--- config.mk ---
export PLATFORM = sky130hd
export DESIGN_NAME = sard_ctrl
export DESIGN_NICKNAME = d
export VERILOG_FILES = /design/src/rtl/sard_pkg.sv /design/src/rtl/sard_tick.sv /design/src/rtl/sard_seq.sv /design/src/rtl/sard_capture.sv /design/src/rtl/sard_ctrl.sv
export SDC_FILE = /design/constraint.sdc
export NUM_CORES = 1
export LEC_CHECK = 0
export ABC_AREA = 1
export BUFFER_PORTS_ARGS = -buffer_cell sky130_fd_sc_hd__buf_2
export CORE_ASPECT_RATIO = 1.25
export CORE_MARGIN = 10
export CORE_UTILIZATION = 40
export CTS_CLUSTER_SIZE = 16
export DETAILED_ROUTE_END_ITERATION = 10
export SLEW_MARGIN = 20
export SYNTH_ARGS = -nofsm -noshare
export SYNTH_HDL_FRONTEND = slang
export SYNTH_HIERARCHICAL = 1
export SYNTH_SLANG_ARGS = --single-unit
--- constraint.sdc ---
create_clock -name clk -period 2.26 [get_ports clk]
set_clock_uncertainty 0.15 [all_clocks]
set_input_delay 0.113 -clock clk [delete_from_list [all_inputs] [get_ports clk]]
set_output_delay 0.113 -clock clk [all_outputs]
set_load 0.05 [all_outputs]
--- src/rtl/sard_pkg.sv ---
package sard_pkg;
  localparam int RES_W     = 12;
  localparam int NULL_W    = 4;
  localparam int CONV_CLKS = NULL_W + RES_W;
  localparam int IDX_W     = $clog2(CONV_CLKS);
  localparam int KEEP_W    = $clog2(RES_W + 1);

  typedef enum logic [2:0] {
    ST_IDLE, ST_LEAD, ST_LOW, ST_HIGH, ST_GAP
  } seq_st_t;

  // keep value outside 1..RES_W selects a full-width read
  function automatic logic [KEEP_W-1:0] keep_norm(input logic [KEEP_W-1:0] k);
    if (k == '0 || int'(k) > RES_W) return KEEP_W'(RES_W);
    return k;
  endfunction

  // rising-edge index (0-based) that carries the last wanted bit
  function automatic logic [IDX_W-1:0] last_idx(input logic [KEEP_W-1:0] k);
    return IDX_W'(NULL_W - 1 + int'(k));
  endfunction

  function automatic logic [RES_W-1:0] left_align(input logic [RES_W-1:0] raw,
                                                  input logic [KEEP_W-1:0] k);
    return raw << (RES_W - int'(k));
  endfunction

  // bits below the kept field
  function automatic logic [RES_W-1:0] low_mask(input logic [KEEP_W-1:0] k);
    return ~({RES_W{1'b1}} << (RES_W - int'(k)));
  endfunction
endpackage

--- src/rtl/sard_tick.sv ---
module sard_tick #(
  parameter int HALF_DIV = 8
) (
  input  logic clk,
  input  logic rst_n,
  input  logic run,
  output logic tick
);
  localparam int CW = (HALF_DIV > 1) ? $clog2(HALF_DIV) : 1;

  logic [CW-1:0] cnt_q;

  assign tick = run && (int'(cnt_q) == HALF_DIV - 1);

  always_ff @(posedge clk or negedge rst_n) begin
    if (!rst_n)       cnt_q <= '0;
    else if (!run)    cnt_q <= '0;
    else if (tick)    cnt_q <= '0;
    else              cnt_q <= cnt_q + 1'b1;
  end
endmodule

--- src/rtl/sard_seq.sv ---
module sard_seq
  import sard_pkg::*;
#(
  parameter int HALF_DIV = 8,
  parameter int WORDS_W  = 4,
  parameter int FRAMES_W = 4,
  parameter int IDLE_W   = 8
) (
  input  logic                clk,
  input  logic                rst_n,
  input  logic                start,
  input  logic [KEEP_W-1:0]   cfg_keep,
  input  logic [WORDS_W-1:0]  cfg_words,
  input  logic [FRAMES_W-1:0] cfg_frames,
  input  logic [IDLE_W-1:0]   cfg_idle,
  input  logic                tick,
  output logic                run,
  output logic                busy,
  output logic                cs_n,
  output logic                sclk,
  output logic                rise_evt,
  output logic                word_last,
  output logic [IDX_W-1:0]    bit_idx,
  output logic [KEEP_W-1:0]   keep_q
);
  seq_st_t             st_q;
  logic [WORDS_W-1:0]  words_q, word_n;
  logic [FRAMES_W-1:0] frames_q, frame_n;
  logic [IDLE_W-1:0]   idle_q, gap_n;
  logic                done_q;
  logic [KEEP_W-1:0]   keep_in;
  logic                more_words;
  logic                gap_done;

  assign keep_in    = keep_norm(cfg_keep);
  assign run        = (st_q != ST_IDLE);
  assign busy       = run;
  assign rise_evt   = (st_q == ST_LOW) && tick;
  assign word_last  = rise_evt && (bit_idx == last_idx(keep_q));
  assign more_words = (int'(word_n) + 1) < int'(words_q);
  assign gap_done   = (st_q == ST_GAP) && tick && (gap_n == idle_q);

  always_ff @(posedge clk or negedge rst_n) begin
    if (!rst_n) begin
      st_q     <= ST_IDLE;
      cs_n     <= 1'b1;
      sclk     <= 1'b1;
      bit_idx  <= '0;
      done_q   <= 1'b0;
      word_n   <= '0;
      frame_n  <= '0;
      gap_n    <= '0;
      keep_q   <= KEEP_W'(RES_W);
      words_q  <= WORDS_W'(1);
      frames_q <= FRAMES_W'(1);
      idle_q   <= '0;
    end else begin
      case (st_q)
        ST_IDLE: if (start) begin
          keep_q   <= keep_in;
          words_q  <= (int'(keep_in) != RES_W || cfg_words == '0) ? WORDS_W'(1) : cfg_words;
          frames_q <= (cfg_frames == '0) ? FRAMES_W'(1) : cfg_frames;
          idle_q   <= cfg_idle;
          word_n   <= '0;
          frame_n  <= '0;
          bit_idx  <= '0;
          done_q   <= 1'b0;
          cs_n     <= 1'b0;
          st_q     <= ST_LEAD;
        end
        ST_LEAD: if (tick) begin
          sclk <= 1'b0;
          st_q <= ST_LOW;
        end
        ST_LOW: if (tick) begin
          sclk <= 1'b1;
          st_q <= ST_HIGH;
          if (word_last) begin
            done_q  <= 1'b1;
            bit_idx <= '0;
          end else begin
            bit_idx <= bit_idx + 1'b1;
          end
        end
        ST_HIGH: if (tick) begin
          if (done_q) begin
            done_q <= 1'b0;
            if (more_words) begin
              word_n <= word_n + 1'b1;
              sclk   <= 1'b0;
              st_q   <= ST_LOW;
            end else begin
              word_n  <= '0;
              frame_n <= frame_n + 1'b1;
              gap_n   <= '0;
              cs_n    <= 1'b1;
              st_q    <= ST_GAP;
            end
          end else begin
            sclk <= 1'b0;
            st_q <= ST_LOW;
          end
        end
        ST_GAP: if (tick) begin
          if (gap_done) begin
            if (frame_n == frames_q) begin
              st_q <= ST_IDLE;
            end else begin
              cs_n <= 1'b0;
              st_q <= ST_LEAD;
            end
          end else begin
            gap_n <= gap_n + 1'b1;
          end
        end
        default: st_q <= ST_IDLE;
      endcase
    end
  end

  // half-period watcher for the assertions
  localparam int HP_W = $clog2(HALF_DIV + 1) + 1;
  logic            sclk_d;
  logic [HP_W-1:0] hp_cnt;
  always_ff @(posedge clk or negedge rst_n) begin
    if (!rst_n) begin
      sclk_d <= 1'b1;
      hp_cnt <= '1;
    end else begin
      sclk_d <= sclk;
      if (sclk != sclk_d)  hp_cnt <= '0;
      else if (hp_cnt != '1) hp_cnt <= hp_cnt + 1'b1;
    end
  end

  a_r2_cs_falls_sclk_high: assert property (@(posedge clk) disable iff (!rst_n)
    $fell(cs_n) |-> sclk);
  a_r2_half_period: assert property (@(posedge clk) disable iff (!rst_n)
    (sclk != sclk_d) |-> (int'(hp_cnt) >= HALF_DIV - 1));
  a_r7_sclk_parked: assert property (@(posedge clk) disable iff (!rst_n)
    cs_n |-> sclk);
  a_r1_idle_lines: assert property (@(posedge clk) disable iff (!rst_n)
    !busy |-> (cs_n && sclk));
  a_r3_sample_in_frame: assert property (@(posedge clk) disable iff (!rst_n)
    rise_evt |-> !cs_n);
  a_r9_cfg_held: assert property (@(posedge clk) disable iff (!rst_n)
    (busy && $past(busy)) |-> ($stable(keep_q) && $stable(words_q) && $stable(idle_q)));
endmodule

--- src/rtl/sard_capture.sv ---
module sard_capture
  import sard_pkg::*;
(
  input  logic              clk,
  input  logic              rst_n,
  input  logic              rise_evt,
  input  logic              word_last,
  input  logic [IDX_W-1:0]  bit_idx,
  input  logic [KEEP_W-1:0] keep_q,
  input  logic              dout,
  output logic [RES_W-1:0]  res_data,
  output logic              res_valid,
  output logic              res_partial,
  output logic              res_ferr
);
  logic [RES_W-1:0] sh_q, sh_n;
  logic             err_q, err_n;
  logic             first, is_null;

  assign first   = (bit_idx == '0);
  assign is_null = (int'(bit_idx) < NULL_W);

  always_comb begin
    err_n = (first ? 1'b0 : err_q) | (is_null & dout);
    if (is_null) sh_n = first ? '0 : sh_q;
    else         sh_n = {sh_q[RES_W-2:0], dout};
  end

  always_ff @(posedge clk or negedge rst_n) begin
    if (!rst_n) begin
      sh_q        <= '0;
      err_q       <= 1'b0;
      res_data    <= '0;
      res_valid   <= 1'b0;
      res_partial <= 1'b0;
      res_ferr    <= 1'b0;
    end else begin
      res_valid <= word_last;
      if (rise_evt) begin
        sh_q  <= sh_n;
        err_q <= err_n;
      end
      if (word_last) begin
        res_data    <= left_align(sh_n, keep_q);
        res_partial <= (int'(keep_q) < RES_W);
        res_ferr    <= err_n;
      end
    end
  end

  a_r3_valid_single: assert property (@(posedge clk) disable iff (!rst_n)
    res_valid |=> !res_valid);
  a_r5_zero_fill: assert property (@(posedge clk) disable iff (!rst_n)
    res_valid |-> ((res_data & low_mask(keep_q)) == '0));
  a_r5_partial_flag: assert property (@(posedge clk) disable iff (!rst_n)
    res_valid |-> (res_partial == (int'(keep_q) != RES_W)));
endmodule

--- src/rtl/sard_ctrl.sv ---
module sard_ctrl
  import sard_pkg::*;
#(
  parameter int HALF_DIV = 8,
  parameter int WORDS_W  = 4,
  parameter int FRAMES_W = 4,
  parameter int IDLE_W   = 8
) (
  input  logic                clk,
  input  logic                rst_n,
  input  logic                start,
  input  logic [3:0]          cfg_keep,
  input  logic [WORDS_W-1:0]  cfg_words,
  input  logic [FRAMES_W-1:0] cfg_frames,
  input  logic [IDLE_W-1:0]   cfg_idle,
  input  logic                adc_dout,
  output logic                adc_cs_n,
  output logic                adc_sclk,
  output logic                busy,
  output logic [11:0]         res_data,
  output logic                res_valid,
  output logic                res_partial,
  output logic                res_frame_err
);
  logic              run, tick, rise_evt, word_last;
  logic [IDX_W-1:0]  bit_idx;
  logic [KEEP_W-1:0] keep_q;

  sard_tick #(.HALF_DIV(HALF_DIV)) u_tick (
    .clk(clk), .rst_n(rst_n), .run(run), .tick(tick)
  );

  sard_seq #(
    .HALF_DIV(HALF_DIV), .WORDS_W(WORDS_W), .FRAMES_W(FRAMES_W), .IDLE_W(IDLE_W)
  ) u_seq (
    .clk(clk), .rst_n(rst_n), .start(start),
    .cfg_keep(cfg_keep), .cfg_words(cfg_words), .cfg_frames(cfg_frames), .cfg_idle(cfg_idle),
    .tick(tick), .run(run), .busy(busy), .cs_n(adc_cs_n), .sclk(adc_sclk),
    .rise_evt(rise_evt), .word_last(word_last), .bit_idx(bit_idx), .keep_q(keep_q)
  );

  sard_capture u_cap (
    .clk(clk), .rst_n(rst_n), .rise_evt(rise_evt), .word_last(word_last),
    .bit_idx(bit_idx), .keep_q(keep_q), .dout(adc_dout),
    .res_data(res_data), .res_valid(res_valid), .res_partial(res_partial),
    .res_ferr(res_frame_err)
  );
endmodule

-- After elaboration in Yosys (flattened, before gate mapping)
Cells that the tools add are included.
- bits in writable memories: 0
- latch bits: 0
- word-level logic and storage cells: 138
- output and inout bits: 18
- register bits after elaboration: 77
- memory bits (read-only): 0
- memories kept: 0
- shifts and indexed selects: 1
- reduce and logical (&&, ||, !) cells: 28
- eq/ne operators: 21
- order comparisons: 4
- bitwise gates (word level): 2
- multipliers: 0
- mux-type cells: 55
- $add $sub $neg: 8
- divide/modulo/power cells: 0
- operator list (cell ; count):
    4-bit 2-to-1 mux ; 13
    8-bit 2-to-1 mux ; 5
    32-bit by 5-bit less-than comparator with 1-bit output ; 1
    12-bit by 32-bit << shifter with 12-bit output ; 1
    3-bit 2-to-1 mux ; 10
    12-bit 2-to-1 mux ; 2
    4-bit one-hot mux with 2 select lines ; 3
    1-bit 2-to-1 mux ; 17
    4-bit zero test ; 4
    8-bit one-hot mux with 2 select lines ; 1
    3-bit one-hot mux with 5 select lines ; 1
    5-bit AND reduction ; 3
    2-bit by 1-bit inequality test with 1-bit output (second input constant) ; 7
    4-bit by 1-bit adder with 4-bit output (second input constant) ; 3
    6-bit AND reduction ; 2
    3-bit nonzero test ; 4
    1-bit one-hot mux with 3 select lines ; 3
    8-bit by 1-bit adder with 8-bit output (second input constant) ; 1
    4-bit equality test ; 2
    8-bit equality test ; 1
    2-bit inequality test (second input constant) ; 4
    8-bit AND reduction ; 1
    3-bit by 1-bit equality test with 1-bit output (second input constant) ; 2
    3-bit by 2-bit equality test with 1-bit output (second input constant) ; 2
    19 further kinds ; 26

-- Logic depth before layout (Yosys ltp)
Gate-level depths: netlist of the first run.
- word-level depth: 7
- depth in mapped cells: 17

-- By module
The synthesis of the first run kept the hierarchy.
- by module, submodules not included (module ; times used ; seq. area each (um2) ; cells an instance ; area each (um2)):
    sard_seq ; 1 ; 1158.6 ; 354 ; 2696.3
    sard_capture ; 1 ; 700.7 ; 245 ; 1811.7
    sard_tick ; 1 ; 75.1 ; 14 ; 136.4

-- Least setup slack after synthesis of the first run
OpenSTA, ideal clock, no wires.
- path type: reg2reg
- start point: register u_seq.st_q[0]
- end point: register u_cap.res_data[4]
- arrival: 2.374 ns
- library setup time: 0.076 ns
- period minus slack after synthesis: 2.601 ns
- data required time: 2.034 ns
- buffers on the path: 1
- stages on the path, launching flop included: 18
- path slack: -0.341 ns
- path through: dfrtp_1 > inv_1 > nand2_2 > nor2_2 > inv_1 > buf_4 > nand2_1 > inv_1 > nand2_2 > nor2_2 > nand3_2 > inv_1 > nand2_1 > inv_1 > nand2_2 > clkinv_2 > o21ai_0 > o21ai_1
- word-level cells in the longest chain between the ends: 4
- elaborated cells between the ends (all ways): 5
- those cells by class: eq/ne (1); reduce/logical (4)
- ends and longest elaborated chain (item ; line ; RTL):
    start, declared ; sard_seq.sv:26 ; seq_st_t st_q;
    start signal, assigned ; sard_seq.sv:45 ; st_q <= ST_IDLE;
    start signal, assigned ; sard_seq.sv:69 ; st_q <= ST_LEAD;
    start signal, assigned ; sard_seq.sv:73 ; st_q <= ST_LOW;
    3-bit nonzero test ; sard_seq.sv:36 ; assign run = (st_q != ST_IDLE);
    net busy ; sard_ctrl.sv:19 ; output logic busy,
    1-bit logical AND ; sard_tick.sv:13 ; assign tick = run && (int'(cnt_q) == HALF_DIV - 1);
    net tick ; sard_ctrl.sv:25 ; logic run, tick, rise_evt, word_last;
    1-bit logical AND ; sard_seq.sv:38 ; assign rise_evt = (st_q == ST_LOW) && tick;
    1-bit logical AND ; sard_seq.sv:39 ; assign word_last = rise_evt && (bit_idx == last_idx(keep_q));
    net word_last ; sard_ctrl.sv:25 ;
    end signal, assigned ; sard_capture.sv:44 ; res_data <= left_align(sh_n, keep_q);
    end, declared ; sard_capture.sv:11 ; output logic [RES_W-1:0] res_data,
The timed path passes the listed nets, and every way through them passes these cells.
A chain may end at the register's enable or synchronous reset.

-- Worst setup path in the final report of the first run
- start point: register u_seq.word_n[1]
- end point: register u_seq.gap_n[2]
- word-level cells in the longest chain between the ends: 4
- ends and longest elaborated chain (item ; line ; RTL):
    start, declared ; sard_seq.sv:27 ; logic [WORDS_W-1:0] words_q, word_n;
    start signal, assigned ; sard_seq.sv:89 ; word_n <= word_n + 1'b1;
    4-bit by 1-bit adder with 5-bit output ; sard_seq.sv:40 ; assign more_words = (int'(word_n) + 1) < int'(words_q);
    32-bit by 5-bit less-than comparator with 1-bit output ; sard_seq.sv:40 ;
    2-bit inequality test (no source line) ; - ;
    6-bit AND reduction (no source line) ; - ;
    end signal, assigned ; sard_seq.sv:113 ; gap_n <= gap_n + 1'b1;
    end, declared ; sard_seq.sv:29 ; logic [IDLE_W-1:0] idle_q, gap_n;
Every way passes these cells.

==> results of run 1 <==
==> cell usage after synthesis, drive strengths merged <==
| master | n | area [um2] |
|---|---|---|
| a21oi | 13 | 65.1 |
| a2bb2oi | 1 | 8.76 |
| a31oi | 15 | 93.8 |
| buf | 12 | 86.3 |
| clkbuf | 5 | 18.8 |
| clkinv | 1 | 5.00 |
| dfrtp | 71 | 1780 |
| dfstp | 6 | 158 |
| ha | 11 | 138 |
| inv | 62 | 233 |
| nand2 | 196 | 791 |
| nand3 | 85 | 458 |
| nand3b | 2 | 18.8 |
| nand4 | 14 | 87.6 |
| nor2 | 46 | 205 |
| nor3 | 5 | 36.3 |
| nor3b | 2 | 15.0 |
| o211ai | 1 | 7.51 |
| o21ai | 41 | 224 |
| o21bai | 1 | 7.51 |
| o22ai | 2 | 12.5 |
| xnor2 | 6 | 67.6 |
| xor2 | 15 | 131 |
==> per-stage QoR <==
| step | hold WS (ps) | worst slack (ps) | setup TNS [ps] | area, um2 |
|---|---|---|---|---|
| 2_1_floorplan | -333 | -36.6 | -163 | 4700 |
| 3_3_place_gp | -32.8 | 39.0 | 0 | 5090 |
| 3_5_place_dp | -25.2 | 8.65 | 0 | 5090 |
| 4_1_cts | 117 | 12.5 | 0 | 5650 |
| 5_1_grt | 150 | -104 | -933 | 5740 |
| 6_report | 120 | 48.3 | 0 | 5740 |
==> final cells by class <==
type                    count  area share
repair inverters            1     0.00131
clock inverters             3      0.0118
flip-flops and latches     77       0.337
multi-input cells         456       0.426
inverters                  63      0.0434
clock buffers              13      0.0454
well taps                 135      0.0295
repair buffers             84       0.105
==> power breakdown <==
| part | switching [uW] | internal, uW | total, uW |
|---|---|---|---|
| Clock | 542 | 1030 | 1570 |
| Sequential | 0 | 1380 | 1380 |
| Combinational | 49.9 | 47.2 | 97.1 |
| Total | 592 | 2450 | 3050 |
==> cell families after synthesis <==
logic type,synth area share
buffers and inverters,0.0738
flip-flops,0.416
XOR/XNOR,0.0428
AND/OR/NAND/NOR,0.347
adder cells (fa/ha/maj),0.0296
AO/OA/AOI/OAI,0.0902
==> worst max-delay path by stage <==
stage,slack [ps],endpoint,depth (start not counted)
after global placement,40,u_seq/cs_n,11
after global routing,-100,u_seq/gap_n[7],12
after CTS,10,u_seq/gap_n[7],12
after floorplan,-40,u_cap/res_data[4],17
after detailed placement,9,u_seq/cs_n,11
final,50,u_seq/gap_n[2],12
==> metal layers <==
metal  share of wire  global-route usage
met1            0.43               0.172
met2            0.52               0.253
met3           0.037              0.0282
met4           0.017              0.0554
met5               0                   0
==> worst max-delay path: cells and delay by family (launching register included) <==
family | cells | cell delay [ps]
flops | 1 | 400
buf+inv | 2 | 200
fa+ha+maj | 2 | 500
simple gates | 7 | 710
xor+xnor | 1 | 150
==> registers in the layout, summed over array words and instances (netlist names), 8 cells and up <==
name,flops
u_cap/res_data,12
u_cap/sh_q,12
u_seq/gap_n,8
u_seq/idle_q,8
==> what timing repair did <==
item                                   in CTS  in global routing
cloned                                      0                  1
pin swaps                                   0                  9
resized for setup                           1                 13
endpoints found under the hold margin      59                  0
hold buffers                               23                  0
buffers inserted                            0                  5
setup endpoints to repair                   5                 29
==> out/summary.txt, run 1 <==
FF+latch count, synth -> 77
DRT Pass-1 Iters -> 5
Worst Tran Pin Value -> 714 ps
Most frequent cells in the layout -> nand2_1, nand3_1, dfrtp_1, inv_1, buf_2
Syn Nets -> 648
Slew Limit Fails -> 0
H-tree depth -> 3
Reg2reg end -> u_seq/gap_n[2]
Commonest non-fill, non-tap cell in the layout -> nand2_1
R2R cell count -> 12
Area of the mapped netlist -> 4640 um2
CTS sink count -> 77
Final Cycle Share -> 0.979
Final core occ -> 0.510
Filler cells -> 1,072
Routability Congestion -> 0.930
Worst Hold Path EP -> u_seq/frames_q[0]
Total power -> 3050 uW
Critical path launch point type -> flip-flop
Register area share after synthesis -> 0.416
Initial core utilization -> 0.413
Die width -> 116 um
Die height -> 140 um
Pwr Density -> 531 nW/um2
Post-DP HPWL -> 8.21 mm
WP data arrival -> 2290 ps
I/O Buffers -> 41
Nets -> 727
DR vias/cell -> 5.15
Hold_sp -> start
Crit path cell chain -> ha_2 > xor2_2 > ha_1 > nand2_1 > inv_1 > nand4_1 > nand3b_1 > nand2_1 > nand2_2 > buf_4 > nand4_1 > nand2_1
Vias in the first global route -> 4,203
Critical path startpoint -> u_seq/word_n[1]
DRC Markers -> 0
Status -> completed
Relative slew slack -> 0.523
Max incr delay on CP -> 400 ps
# IOs -> 42
Worst path most repeated cell -> nand2_1
Hold Crit Depth -> 4
Finish-stage setup viols -> 0
Crit. End Element -> flip-flop
Avg Inst Size Synth -> 7.58 um2
CP Data Required Time -> 2340 ps
GRT overflow -> 0
CP max stage cell -> dfrtp_1
Fmax -> 452 MHz
Worst setup path category -> reg -> reg
Die area -> 16,300 um2
Global Route Usage Sum -> 0.146
Remaining antenna violation count -> 0
Mean routed wirelength per cell -> 13.9 um
Share of layout cells above drive strength 1 -> 0.208
Reg2Reg Setup Slack -> 50 ps
Finished Layout Cells -> 832
Hold crit path type -> in -> reg
LEAKAGE -> 0.00291 uW
Pin count of the biggest net entering global routing -> 41
Post-synth cell types -> 39
RSZ-0062 raised after global routing -> yes
Antenna violations before repair -> 0
Area of the multi-input gates -> 2440 um2
DR iter-0 viols -> 269
YS warnings -> 6
Clk buf depth -> 2
First-pass GRT wire length -> 19.5 mm
Via count -> 4,282
Final wirelength -> 11.6 mm
Clk slew on worst S/H paths -> 60 ps
CTS tree -> yes
Seq. cell area -> 1940 um2
Minimum clock period -> 2210 ps
Max VDD drop -> 0.347 mV
Antenna cells -> 0
Num CTS Buffers -> 9
Max_cap viols -> 0
Worst Path Max Fanout -> 4
Placement row count -> 43
Inst Count DP -> 787
Clock root buffer -> clkbuf_16
Start of the worst register-to-register path -> u_seq/word_n[1]
Core ar. -> 11,200 um2
Area grow syn2layout -> 23.5%
Worst skew pair latency -> 340 ps
Cells after Synth -> 613
Hold Vio Cnt, Final -> 0
No activity file was read; power rests on OpenSTA's default activity.
==> run 2, diff against run 1 <==
--- a/config.mk
+++ b/config.mk
@@ -9,9 +9,10 @@
 export BUFFER_PORTS_ARGS = -buffer_cell sky130_fd_sc_hd__buf_2
 export CORE_ASPECT_RATIO = 1.25
 export CORE_MARGIN = 10
-export CORE_UTILIZATION = 40
+export CORE_UTILIZATION = 54
 export CTS_CLUSTER_SIZE = 16
 export DETAILED_ROUTE_END_ITERATION = 10
+export PLACE_DENSITY = 0.76
 export SLEW_MARGIN = 20
 export SYNTH_ARGS = -nofsm -noshare
 export SYNTH_HDL_FRONTEND = slang
==> out/summary.txt, run 2 (synthesis gave the netlist of run 1 again) <==
Status -> completed (unchanged)
Pin count of the biggest net entering global routing -> 49 (was 41)
Final core occ -> 0.668 (was 0.510)
Via count -> 4,310 (was 4,282)
DR top layer -> met4 (unchanged)
CTS sink count -> 77 (unchanged)
Num CTS Buffers -> 9 (unchanged)
Inst Count DP -> 748 (was 787)
Antenna violations before repair -> 0 (unchanged)
Largest regs -> u_cap/res_data: 12 flops, u_cap/sh_q: 12 flops (unchanged)
Critical path endpoint -> u_seq/gap_n[6] (was u_seq/gap_n[2])
CP Data Required Time -> 2360 ps (was 2340 ps)
Nets -> 726 (was 727)
WL met2 -> 5.83 mm (was 6.02 mm)
Vias in the first global route -> 4,374 (was 4,203)
First-pass GRT wire length -> 19.5 mm (about the same)
R2R cell count -> 12 (unchanged)
Max_cap viols -> 0 (unchanged)
Mean routed wirelength per cell -> 14.4 um (was 13.9 um)
Area grow syn2layout -> 19.8% (was 23.5%)
Worst setup path category -> reg -> reg (unchanged)
Die height -> 124 um (was 140 um)
Total power -> 2510 uW (was 3050 uW)
Slew Limit Fails -> 0 (unchanged)
Placed inst area -> 5030 um2 (was 5090 um2)
Clk slew on worst S/H paths -> 90 ps (was 60 ps)
Max VDD drop -> 0.272 mV (was 0.347 mV)
LEAKAGE -> 0.00286 uW (was 0.00291 uW)
Initial core utilization -> 0.557 (was 0.413)
Final wirelength -> 11.4 mm (was 11.6 mm)
Final Cycle Share -> 0.977 (was 0.979)
H-tree depth -> 3 (unchanged)
GRT overflow -> 0 (unchanged)
I/O Buffers -> 41 (unchanged)
Start of the worst register-to-register path -> u_seq/word_n[1] (unchanged)
Fin area -> 5560 um2 (was 5740 um2)
Critical path launch point type -> flip-flop (unchanged)
Post-DP HPWL -> 8.00 mm (was 8.21 mm)
Commonest non-fill, non-tap cell in the layout -> nand2_1 (unchanged)
Share of layout cells above drive strength 1 -> 0.207 (was 0.208)
Worst Path Max Fanout -> 5 (was 4)
Pwr Density -> 451 nW/um2 (was 531 nW/um2)
Most frequent cells in the layout -> nand2_1, nand3_1, dfrtp_1, inv_1, buf_2 (unchanged)
Filler cells -> 695 (was 1,072)
# IOs -> 42 (unchanged)
Relative slew slack -> 0.529 (was 0.523)
Remaining antenna violation count -> 0 (unchanged)
WP data arrival -> 2310 ps (was 2290 ps)
Worst Tran Pin Value -> 706 ps (was 714 ps)
Die area -> 12,700 um2 (was 16,300 um2)
Fmax -> 453 MHz (was 452 MHz)
Reg2Reg Setup Slack -> 50 ps (about the same)
Hold Vio Cnt, Final -> 0 (unchanged)
CTS tree -> yes (unchanged)
Antenna cells -> 0 (unchanged)
DRT Pass-1 Iters -> 5 (unchanged)
Global Route Usage Sum -> 0.189 (was 0.146)
Hold crit path type -> in -> reg (unchanged)
DR iter-0 viols -> 188 (was 269)
RSZ-0062 raised after global routing -> yes (unchanged)
DRC Markers -> 0 (unchanged)
Clk buf depth -> 2 (unchanged)
Placement row count -> 37 (was 43)
Critical path startpoint -> u_seq/word_n[1] (unchanged)
Clock root buffer -> clkbuf_8 (was clkbuf_16)
Core ar. -> 8330 um2 (was 11,200 um2)
Die width -> 103 um (was 116 um)
DR vias/cell -> 5.44 (was 5.15)
Minimum clock period -> 2210 ps (about the same)
Fin Setup TNS -> 0 ps (unchanged)
Finish-stage setup viols -> 0 (unchanged)
Routability Congestion -> 0.889 (was 0.930)
Worst skew pair latency -> 360 ps (was 340 ps)
Post-Route M1 WL -> 4.70 mm (was 4.96 mm)
WL met3 -> 599 um (was 425 um)
Reg2reg end -> u_seq/gap_n[6] (was u_seq/gap_n[2])
Finished Layout Cells -> 793 (was 832)
Crit. End Element -> flip-flop (unchanged)
-- run 2: area by class of cell --
cell class / instances / area (um2) / share of cell area
clock inverters: 4 / 51.3 / 0.00922
flip-flops and latches: 77 / 1940 / 0.348
clock buffers: 12 / 135 / 0.0243
repair buffers: 84 / 626 / 0.112
inverters: 63 / 250 / 0.0450
multi-input cells: 456 / 2440 / 0.439
well taps: 97 / 121 / 0.0218
-- run 2: stage by stage --
step | hold WS (ps) | setup WS (ps)
floorplan | -333 | -36.6
global placement | -79.5 | 53.2
detailed placement | -70.8 | 20.7
CTS | 70.9 | 31.9
global route | 103 | -80.5
finish | 63.6 | 51.4
-- run 2: timing repair --
| action | 4_1_cts | 5_1_grt |
|---|---|---|
| resized for setup | 1 | 16 |
| hold buffers | 22 | 0 |
| pin swaps | 0 | 10 |
| setup endpoints to repair | 3 | 29 |
| hold endpoints to repair | 94 | 0 |
| setup buffers | 0 | 7 |
-- run 2: report_power, final --
part	total, uW	internal, uW	switching (uW)
logic	94.8	45.9	48.9
clock network	1040	512	525
registers	1380	1380	0
-- run 2: worst max-delay path, cell delays in order, from the launching register on --
cell      delay [ps]
dfrtp_1          410
ha_2             220
xor2_2           150
ha_1             310
nand2_1           60
inv_1             30
nand4_1           70
nand3b_1         180
nand2_1          130
nand2_2          100
buf_6            150
nand4_1           80
nand2_1           60
-- run 2: worst min path at each step --
stage | startpoint | end | slack (ps) | cells after the start
finish | start | u_seq/frames_q[0] | 60 | 4
global route | start | u_seq/idle_q[2] | 100 | 4
CTS | start | u_seq/frames_q[0] | 70 | 4
detailed placement | rst_n | u_cap/sh_q[6] | -70 | 1
global placement | rst_n | u_cap/sh_q[6] | -80 | 1
floorplan | rst_n | u_cap/err_q | -330 | 0
-- run 2: layer usage --
layer,up-vias,global-route usage
met4,0,0.0679
met5,-,0
met3,28,0.0410
li1,2160,-
met2,132,0.334
met1,1990,0.218
